File: src/rtl/sc_pkg.sv
package sc_pkg;
    localparam int REG_W = 32;

    localparam int A_CTRL  = 0;
    localparam int A_PAT   = 1;
    localparam int A_MASK  = 2;
    localparam int A_IEN   = 3;
    localparam int A_ISTAT = 4;
    localparam int A_WIN   = 5;

    localparam int CB_START  = 0;
    localparam int CB_SEARCH = 1;
    localparam int CB_FWD    = 5;
    localparam int CB_PKT    = 8;
    localparam int IEN_HOST  = 8;

    localparam logic [REG_W-1:0] PAT_RESET  = 32'h0000_0100;
    localparam logic [REG_W-1:0] MASK_RESET = 32'hFFFF_FF00;

    typedef enum logic [1:0] {
        ST_IDLE = 2'd0,
        ST_FILL = 2'd1,
        ST_SCAN = 2'd2
    } scan_state_e;
endpackage

File: src/rtl/sc_cfg_regs.sv
module sc_cfg_regs
    import sc_pkg::*;
#(
    parameter int ADDR_W = 3,
    parameter int PKT_W  = 16
) (
    input  logic              clk,
    input  logic              rst_n,
    input  logic              reg_wr,
    input  logic [ADDR_W-1:0] reg_addr,
    input  logic [REG_W-1:0]  reg_wdata,
    output logic [REG_W-1:0]  reg_rdata,
    input  logic              hit_i,
    input  logic [REG_W-1:0]  win_i,
    output logic              start_o,
    output logic              search_o,
    output logic              fwd_o,
    output logic [REG_W-1:0]  pattern_o,
    output logic [REG_W-1:0]  mask_o,
    output logic              host_en_o,
    output logic              found_o
);
    logic             start_q, search_q, fwd_q, host_en_q, found_q;
    logic [PKT_W-1:0] pkt_q;
    logic [REG_W-1:0] pat_q, mask_q;
    logic             wr_ctrl, wr_pat, wr_mask, wr_ien, clr_found;

    assign wr_ctrl   = reg_wr && (reg_addr == ADDR_W'(A_CTRL));
    assign wr_pat    = reg_wr && (reg_addr == ADDR_W'(A_PAT));
    assign wr_mask   = reg_wr && (reg_addr == ADDR_W'(A_MASK));
    assign wr_ien    = reg_wr && (reg_addr == ADDR_W'(A_IEN));
    assign clr_found = reg_wr && (reg_addr == ADDR_W'(A_ISTAT)) && reg_wdata[0];

    always_ff @(posedge clk or negedge rst_n) begin
        if (!rst_n) begin
            start_q   <= 1'b0;
            search_q  <= 1'b0;
            fwd_q     <= 1'b0;
            pkt_q     <= '0;
            pat_q     <= PAT_RESET;
            mask_q    <= MASK_RESET;
            host_en_q <= 1'b0;
            found_q   <= 1'b0;
        end else begin
            if (wr_ctrl) begin
                start_q  <= reg_wdata[CB_START];
                search_q <= reg_wdata[CB_SEARCH];
                fwd_q    <= reg_wdata[CB_FWD];
                pkt_q    <= reg_wdata[CB_PKT +: PKT_W];
            end
            if (wr_pat)  pat_q     <= reg_wdata;
            if (wr_mask) mask_q    <= reg_wdata;
            if (wr_ien)  host_en_q <= reg_wdata[IEN_HOST];
            found_q <= hit_i | (found_q & ~clr_found);
        end
    end

    always_comb begin
        reg_rdata = '0;
        unique case (reg_addr)
            ADDR_W'(A_CTRL): begin
                reg_rdata[CB_START]         = start_q;
                reg_rdata[CB_SEARCH]        = search_q;
                reg_rdata[CB_FWD]           = fwd_q;
                reg_rdata[CB_PKT +: PKT_W]  = pkt_q;
            end
            ADDR_W'(A_PAT):   reg_rdata = pat_q;
            ADDR_W'(A_MASK):  reg_rdata = mask_q;
            ADDR_W'(A_IEN):   reg_rdata[IEN_HOST] = host_en_q;
            ADDR_W'(A_ISTAT): reg_rdata[0] = found_q;
            ADDR_W'(A_WIN):   reg_rdata = win_i;
            default:          reg_rdata = '0;
        endcase
    end

    assign start_o   = start_q;
    assign search_o  = search_q;
    assign fwd_o     = fwd_q;
    assign pattern_o = pat_q;
    assign mask_o    = mask_q;
    assign host_en_o = host_en_q;
    assign found_o   = found_q;

    // flag is sticky unless a one is written to it
    p_sticky_r7: assert property (@(posedge clk) disable iff (!rst_n)
        (found_q && !clr_found) |=> found_q);
    // a hit always leaves the flag set
    p_hit_sets_r7: assert property (@(posedge clk) disable iff (!rst_n)
        hit_i |=> found_q);
endmodule

File: src/rtl/sc_window_match.sv
module sc_window_match #(
    parameter int WIN_W  = 32,
    parameter int BYTE_W = 8
) (
    input  logic              clk,
    input  logic              rst_n,
    input  logic              clear_i,
    input  logic              shift_i,
    input  logic              armed_i,
    input  logic              search_i,
    input  logic [BYTE_W-1:0] byte_i,
    input  logic [WIN_W-1:0]  pattern_i,
    input  logic [WIN_W-1:0]  mask_i,
    output logic              hit_o,
    output logic [WIN_W-1:0]  win_o
);
    localparam int LANES = WIN_W / BYTE_W;

    logic [WIN_W-1:0] win_q, win_next;
    logic [LANES-1:0] lane_eq;

    assign win_next = {win_q[WIN_W-BYTE_W-1:0], byte_i};

    always_ff @(posedge clk or negedge rst_n) begin
        if (!rst_n)       win_q <= '0;
        else if (clear_i) win_q <= '0;
        else if (shift_i) win_q <= win_next;
    end

    for (genvar g = 0; g < LANES; g++) begin : g_lane
        assign lane_eq[g] = (((win_next[g*BYTE_W +: BYTE_W] ^ pattern_i[g*BYTE_W +: BYTE_W])
                              & mask_i[g*BYTE_W +: BYTE_W]) == '0);
    end

    assign hit_o = shift_i && armed_i && search_i && (&lane_eq);
    assign win_o = win_q;

    // window is held when no byte shifts in
    p_win_hold_r10: assert property (@(posedge clk) disable iff (!rst_n)
        (!shift_i && !clear_i) |=> $stable(win_q));
    // start clears the window
    p_clear_r6: assert property (@(posedge clk) disable iff (!rst_n)
        clear_i |=> (win_q == '0));
endmodule

File: src/rtl/sc_scan_fsm.sv
module sc_scan_fsm
    import sc_pkg::*;
#(
    parameter int DEPTH = 4
) (
    input  logic clk,
    input  logic rst_n,
    input  logic start_i,
    input  logic fwd_i,
    input  logic in_valid_i,
    input  logic fifo_full_i,
    output logic in_ready_o,
    output logic accept_o,
    output logic clear_o,
    output logic armed_o,
    output logic fifo_we_o
);
    localparam int CNT_W = (DEPTH > 1) ? $clog2(DEPTH) : 1;

    scan_state_e      state_q, state_d;
    logic [CNT_W-1:0] fill_q;
    logic             last_fill;

    assign last_fill = (fill_q == CNT_W'(DEPTH-1));

    always_ff @(posedge clk or negedge rst_n) begin
        if (!rst_n) state_q <= ST_IDLE;
        else        state_q <= state_d;
    end

    always_comb begin
        state_d = state_q;
        unique case (state_q)
            ST_IDLE: if (start_i) state_d = ST_FILL;
            ST_FILL: begin
                if (!start_i)                    state_d = ST_IDLE;
                else if (accept_o && last_fill)  state_d = ST_SCAN;
            end
            ST_SCAN: if (!start_i) state_d = ST_IDLE;
            default: state_d = ST_IDLE;
        endcase
    end

    always_comb begin
        in_ready_o = 1'b0;
        clear_o    = 1'b0;
        armed_o    = 1'b0;
        unique case (state_q)
            ST_IDLE: clear_o = start_i;
            ST_FILL: begin
                in_ready_o = start_i && !(fwd_i && fifo_full_i);
                armed_o    = last_fill;
            end
            ST_SCAN: begin
                in_ready_o = start_i && !(fwd_i && fifo_full_i);
                armed_o    = 1'b1;
            end
            default: ;
        endcase
        accept_o  = in_valid_i && in_ready_o;
        fifo_we_o = accept_o && fwd_i;
    end

    always_ff @(posedge clk or negedge rst_n) begin
        if (!rst_n)                               fill_q <= '0;
        else if (clear_o)                         fill_q <= '0;
        else if (state_q == ST_FILL && accept_o)  fill_q <= fill_q + 1'b1;
    end
endmodule

File: src/rtl/sc_scan_engine.sv
module sc_scan_engine
    import sc_pkg::*;
#(
    parameter int ADDR_W = 3,
    parameter int BYTE_W = 8,
    parameter int PKT_W  = 16
) (
    input  logic              clk,
    input  logic              rst_n,
    input  logic              reg_wr,
    input  logic [ADDR_W-1:0] reg_addr,
    input  logic [REG_W-1:0]  reg_wdata,
    output logic [REG_W-1:0]  reg_rdata,
    input  logic              in_valid,
    output logic              in_ready,
    input  logic [BYTE_W-1:0] in_data,
    output logic              fifo_wr_en,
    output logic [BYTE_W-1:0] fifo_wr_data,
    input  logic              fifo_full,
    output logic              irq
);
    localparam int DEPTH = REG_W / BYTE_W;

    logic             start, search, fwd, host_en, found;
    logic             accept, clear, armed, hit;
    logic [REG_W-1:0] pattern, mask, win;

    sc_cfg_regs #(.ADDR_W(ADDR_W), .PKT_W(PKT_W)) u_regs (
        .clk       (clk),
        .rst_n     (rst_n),
        .reg_wr    (reg_wr),
        .reg_addr  (reg_addr),
        .reg_wdata (reg_wdata),
        .reg_rdata (reg_rdata),
        .hit_i     (hit),
        .win_i     (win),
        .start_o   (start),
        .search_o  (search),
        .fwd_o     (fwd),
        .pattern_o (pattern),
        .mask_o    (mask),
        .host_en_o (host_en),
        .found_o   (found)
    );

    sc_scan_fsm #(.DEPTH(DEPTH)) u_fsm (
        .clk         (clk),
        .rst_n       (rst_n),
        .start_i     (start),
        .fwd_i       (fwd),
        .in_valid_i  (in_valid),
        .fifo_full_i (fifo_full),
        .in_ready_o  (in_ready),
        .accept_o    (accept),
        .clear_o     (clear),
        .armed_o     (armed),
        .fifo_we_o   (fifo_wr_en)
    );

    sc_window_match #(.WIN_W(REG_W), .BYTE_W(BYTE_W)) u_match (
        .clk       (clk),
        .rst_n     (rst_n),
        .clear_i   (clear),
        .shift_i   (accept),
        .armed_i   (armed),
        .search_i  (search),
        .byte_i    (in_data),
        .pattern_i (pattern),
        .mask_i    (mask),
        .hit_o     (hit),
        .win_o     (win)
    );

    assign fifo_wr_data = in_data;
    assign irq          = found && host_en;

    // stopped engine neither accepts nor forwards
    p_idle_quiet_r2: assert property (@(posedge clk) disable iff (!rst_n)
        !start |-> (!in_ready && !fifo_wr_en));
    // forwarding into a full FIFO stalls the input
    p_full_stall_r4: assert property (@(posedge clk) disable iff (!rst_n)
        (fwd && fifo_full) |-> !in_ready);
    // search disabled means no hit
    p_search_off_r9: assert property (@(posedge clk) disable iff (!rst_n)
        !search |-> !hit);
endmodule

File: config.mk
export PLATFORM = sky130hd
export DESIGN_NAME = sc_scan_engine
export DESIGN_NICKNAME = d
export VERILOG_FILES = /design/src/rtl/sc_pkg.sv /design/src/rtl/sc_cfg_regs.sv /design/src/rtl/sc_window_match.sv /design/src/rtl/sc_scan_fsm.sv /design/src/rtl/sc_scan_engine.sv
export SDC_FILE = /design/constraint.sdc
export NUM_CORES = 1
export LEC_CHECK = 0
export ABC_CLOCK_PERIOD_IN_PS = 4650
export BUFFER_PORTS_ARGS = -buffer_cell sky130_fd_sc_hd__buf_2
export CORE_ASPECT_RATIO = 0.6
export CORE_MARGIN = 10
export CORE_UTILIZATION = 38
export CTS_CLUSTER_DIAMETER = 80
export DETAILED_ROUTE_END_ITERATION = 7
export SLEW_MARGIN = 20
export SYNTH_ARGS = -nofsm -noshare
export SYNTH_HDL_FRONTEND = slang
export SYNTH_SLANG_ARGS = --single-unit
File: constraint.sdc
create_clock -name clk -period 4.65 [get_ports clk]
set_input_delay 0.93 -clock clk [delete_from_list [all_inputs] [get_ports clk]]
set_output_delay 0.93 -clock clk [all_outputs]
set_load 0.005 [all_outputs]
==> summary.md <==
| Metric | Value |
|---|---|
| Non-filler instance count after layout | around 840 |
| Number of design rule violations left after detail routing | 0 |
| Number of buffers added for setup after CTS | 0 |
| Placed cell count | 805 |
| Arr. time, crit path | roughly 2.8 ns |
| Share of the clock period used by the worst path | 79.8% |
| Worst slew margin relative to its limit | 38.0% |
| Gr usage total | 16.6% |
| Post-Route WL | 17.9 mm |
| Library cell contributing the largest single delay on the critical path | sky130_fd_sc_hd__buf_2 |
| Worst clock skew | slightly below 0.009 ns |
| CTS tree | yes |
| Register area | around 3100 µm² |
| Clock Root Buffer | sky130_fd_sc_hd__clkbuf_16 |
| Post-detailed-route count of antenna-violating nets | 0 |
| Nets in the synthesized netlist | about 600 |
| Die boundary height | 119 µm |
| Die area | between 20000 and 25000 µm² |
| CP most frequent cell | sky130_fd_sc_hd__buf_2 |
| Maximum clock frequency | between 0.2 and 0.3 GHz |
| Maximum level of the CTS H-tree | 4 |
| Number of CTS-inserted buffers | 17 |
| Power per cell area | 504 nW/µm² |
| Worst-path cell chain | buf_2 > inv_1 > nor2_2 > buf_4 > a22oi_1 > nand2_1 > buf_2 |
| Buf/Inv on CP | 4 |
| Final setup violation count | 0 |
| Filler cell count | 1520 |
| Slew Viols, Final | 0 |
| Critical path start-end classification | in2out |
| Total standard cell area after synthesis | 6220 µm² |
| Mean Syn Cell Area | 11.6 µm² |
| Final standard cell utilization of the core | 45.7% |
| Routed len/inst | roughly 21 µm |
| Tightest Pin Transition | 0.927 ns |
| Number of buffers inserted for hold repair after clock tree synthesis | 0 |
| Horizontal extent of the die | roughly 190 µm |
| Detailed-route via count | 4510 |
| Commonest cells after routing, fill and taps aside | sky130_fd_sc_hd__nand2_1, sky130_fd_sc_hd__dfrtp_1, sky130_fd_sc_hd__buf_2 |
| # port buffers | 90 |
| Vias in the first global route | approximately 4700 |
| Multi-input gate area | ~2900 µm² |
| Highest fanout seen on the critical path | 18 |
| Max-cap violation count | 0 |
| Distinct cells, synth | 45 |
| Proportion of synthesized flip-flops having asynchronous set or reset | 100% |
| Seq/Total Area, Yosys | between 40% and 50% |
| Highest ir drop seen on vdd | approximately 0.23 mV |
| Most common flop cell mapped by yosys | sky130_fd_sc_hd__dfrtp_1 |
| Post-layout net count | approximately 670 |
| Placeable core area | around 16000 µm² |
| Number of enable-type register cells in the synthesized netlist | 0 |
| Detailed placement HPWL | about 13 mm |
| Cell family contributing the most delay on the critical path | buffers and inverters |
| Fraction of post-synthesis cell area in the top cell type by area | 38.6% |
| Number of DRC markers in iteration 0 | 260 |
| Post-synth top area cell | sky130_fd_sc_hd__dfrtp_1 |
| Largest net degree at the start of global routing | 65 |
| Leak | between 3 and 4 nW |
| Deepest clock path buffer count | 2 |
| Leading cell types by total area after synthesis | sky130_fd_sc_hd__dfrtp_1, sky130_fd_sc_hd__dfstp_2, sky130_fd_sc_hd__mux2_2, sky130_fd_sc_hd__mux2_4, sky130_fd_sc_hd__nand2_1 |
| Count of inserted antenna diode cells | 0 |
| Clock latency of the later-clocked register in the worst-skew pair | slightly above 0.4 ns |
| Resized cells post-CTS | 0 |
| Clock period minus worst slack | between 3 and 4 ns |
| FP Rows | 36 |
| Routability cong. | 0.830 |
| I/O pins | between 90 and 100 |
| Clock-pin transition on the worst setup and hold timing paths | roughly 0.050 ns |
| Area growth, synth to finish | 18.4% |
| Most common cell after layout, fill and taps aside | sky130_fd_sc_hd__nand2_1 |
| Highest cell delay on the worst timing path | around 0.56 ns |
| Total number of yosys warnings | 0 |
| Kind of capture point of the worst setup path | primary output |
| Number of failing hold endpoints at the final stage | 0 |
| Startpoint types | primary input |
| Initial antenna violation count | 0 |
| Clock tree sinks | 121 |
| Post-Route Setup TNS | 0 ns |
| Residual overflow from global routing | 0 |
| Wire length of the first global-routing pass | ~28 mm |
| RSZ-0062 raised after global routing | false |
| Number of iterations in the first detailed-routing pass | 5 |
| Fraction of final layout cells with drive strength greater than 1 | between 30% and 40% |
| Run status | complete, no violations |
| Average via count per standard cell | 5.39 |
| Class of the worst hold path | reg2reg |
| Post-synthesis instance total | roughly 540 |
| Starting utilization of the core area | between 30% and 40% |
| Number of synthesized register bits | 121 |
| Data required time of the critical path | about 3.7 ns |
state kept, by name (all words and copies together), names as in the netlist:
signal and flops:
u_fsm.fill_q 2, u_fsm.state_q 2, u_match.win_o 32, u_regs.found_o 1
u_regs.fwd_o 1, u_regs.host_en_o 1, u_regs.mask_o 32, u_regs.pattern_o 32
u_regs.pkt_q 16, u_regs.search_o 1, u_regs.start_o 1
cells in the mapped netlist, types with 4 or more instances:
| cell type | number |
|---|---|
| sky130_fd_sc_hd__a22oi_1 | 42 |
| sky130_fd_sc_hd__o21ai_0 | 15 |
| sky130_fd_sc_hd__a21oi_1 | 34 |
| sky130_fd_sc_hd__clkbuf_1 | 13 |
| sky130_fd_sc_hd__xor2_1 | 33 |
| sky130_fd_sc_hd__nand4_1 | 4 |
| sky130_fd_sc_hd__buf_6 | 4 |
| sky130_fd_sc_hd__mux2i_1 | 15 |
| sky130_fd_sc_hd__buf_2 | 5 |
| sky130_fd_sc_hd__dfrtp_1 | 96 |
| sky130_fd_sc_hd__buf_4 | 13 |
| sky130_fd_sc_hd__and2_1 | 5 |
| sky130_fd_sc_hd__mux2_1 | 14 |
| sky130_fd_sc_hd__ha_1 | 5 |
| sky130_fd_sc_hd__nand2_1 | 102 |
| sky130_fd_sc_hd__mux2_2 | 42 |
| sky130_fd_sc_hd__inv_1 | 4 |
| sky130_fd_sc_hd__dfstp_2 | 25 |
| sky130_fd_sc_hd__mux2_4 | 28 |
| sky130_fd_sc_hd__a22o_1 | 4 |
cell families after synthesis:
logic type	Yosys count	share of synthesized area (%)
fa+ha+maj	5	1.01
simple gates	126	9.33
flops	121	49.2
buf+inv	46	5.11
xor+xnor	33	4.65
compound gates	106	11.1
mux	100	19.7
power by group:
part           leakage (nW)  internal, W  switching (W)  total, W
clock                 0.307     0.000931       0.000504   0.00144
sequential             1.48      0.00131       0.000240   0.00155
combinational          1.61     0.000362       0.000368  0.000731
total                  3.40      0.00260        0.00111   0.00371
worst paths after layout:
path	depth (start not counted)	startpoint	slack [ns]	endpoint
min reg2reg	1	u_regs.pkt_q[1]	0.49	u_regs.pkt_q[1]
min	1	u_regs.pkt_q[1]	0.49	u_regs.pkt_q[1]
min in group asynchronous	1	rst_n	0.62	u_fsm.state_q[0]
max reg2reg	7	u_fsm.state_q[1]	2.51	u_fsm.state_q[0]
max in group asynchronous	2	rst_n	3.04	u_regs.mask_o[9]
max	7	reg_addr[2]	0.94	reg_rdata[1]
stage by stage:
stage               total power [W]  setup slack [ns]  instance area (µm²)  hold slack, ns
finish                      0.00371             0.940                 7370           0.491
global route                0.00391             0.810                 7370           0.515
CTS                         0.00373             0.958                 7370           0.490
detailed placement          0.00228             0.969                 6720           0.475
global placement            0.00226              1.01                 6720           0.466
floorplan                   0.00198              1.80                 6220           0.453
per-layer routing:
metal	vias up	track usage, %	part of all wire, %
met3	9	4.95	7.6
met4	0	3.29	0.63
met1	2280	24.4	50
met5	-	0	0
li1	2060	-	-
met2	161	23.3	42
cell type report:
class / instances / area share, %
flip-flops and latches: 121 / 41.5
multi-input cells: 370 / 38.7
repair buffers: 101 / 7.27
clock buffers: 19 / 6.15
well taps: 209 / 3.55
clock inverters: 13 / 2.63
inverters: 4 / 0.204
No activity file was read; power rests on OpenSTA's default activity.
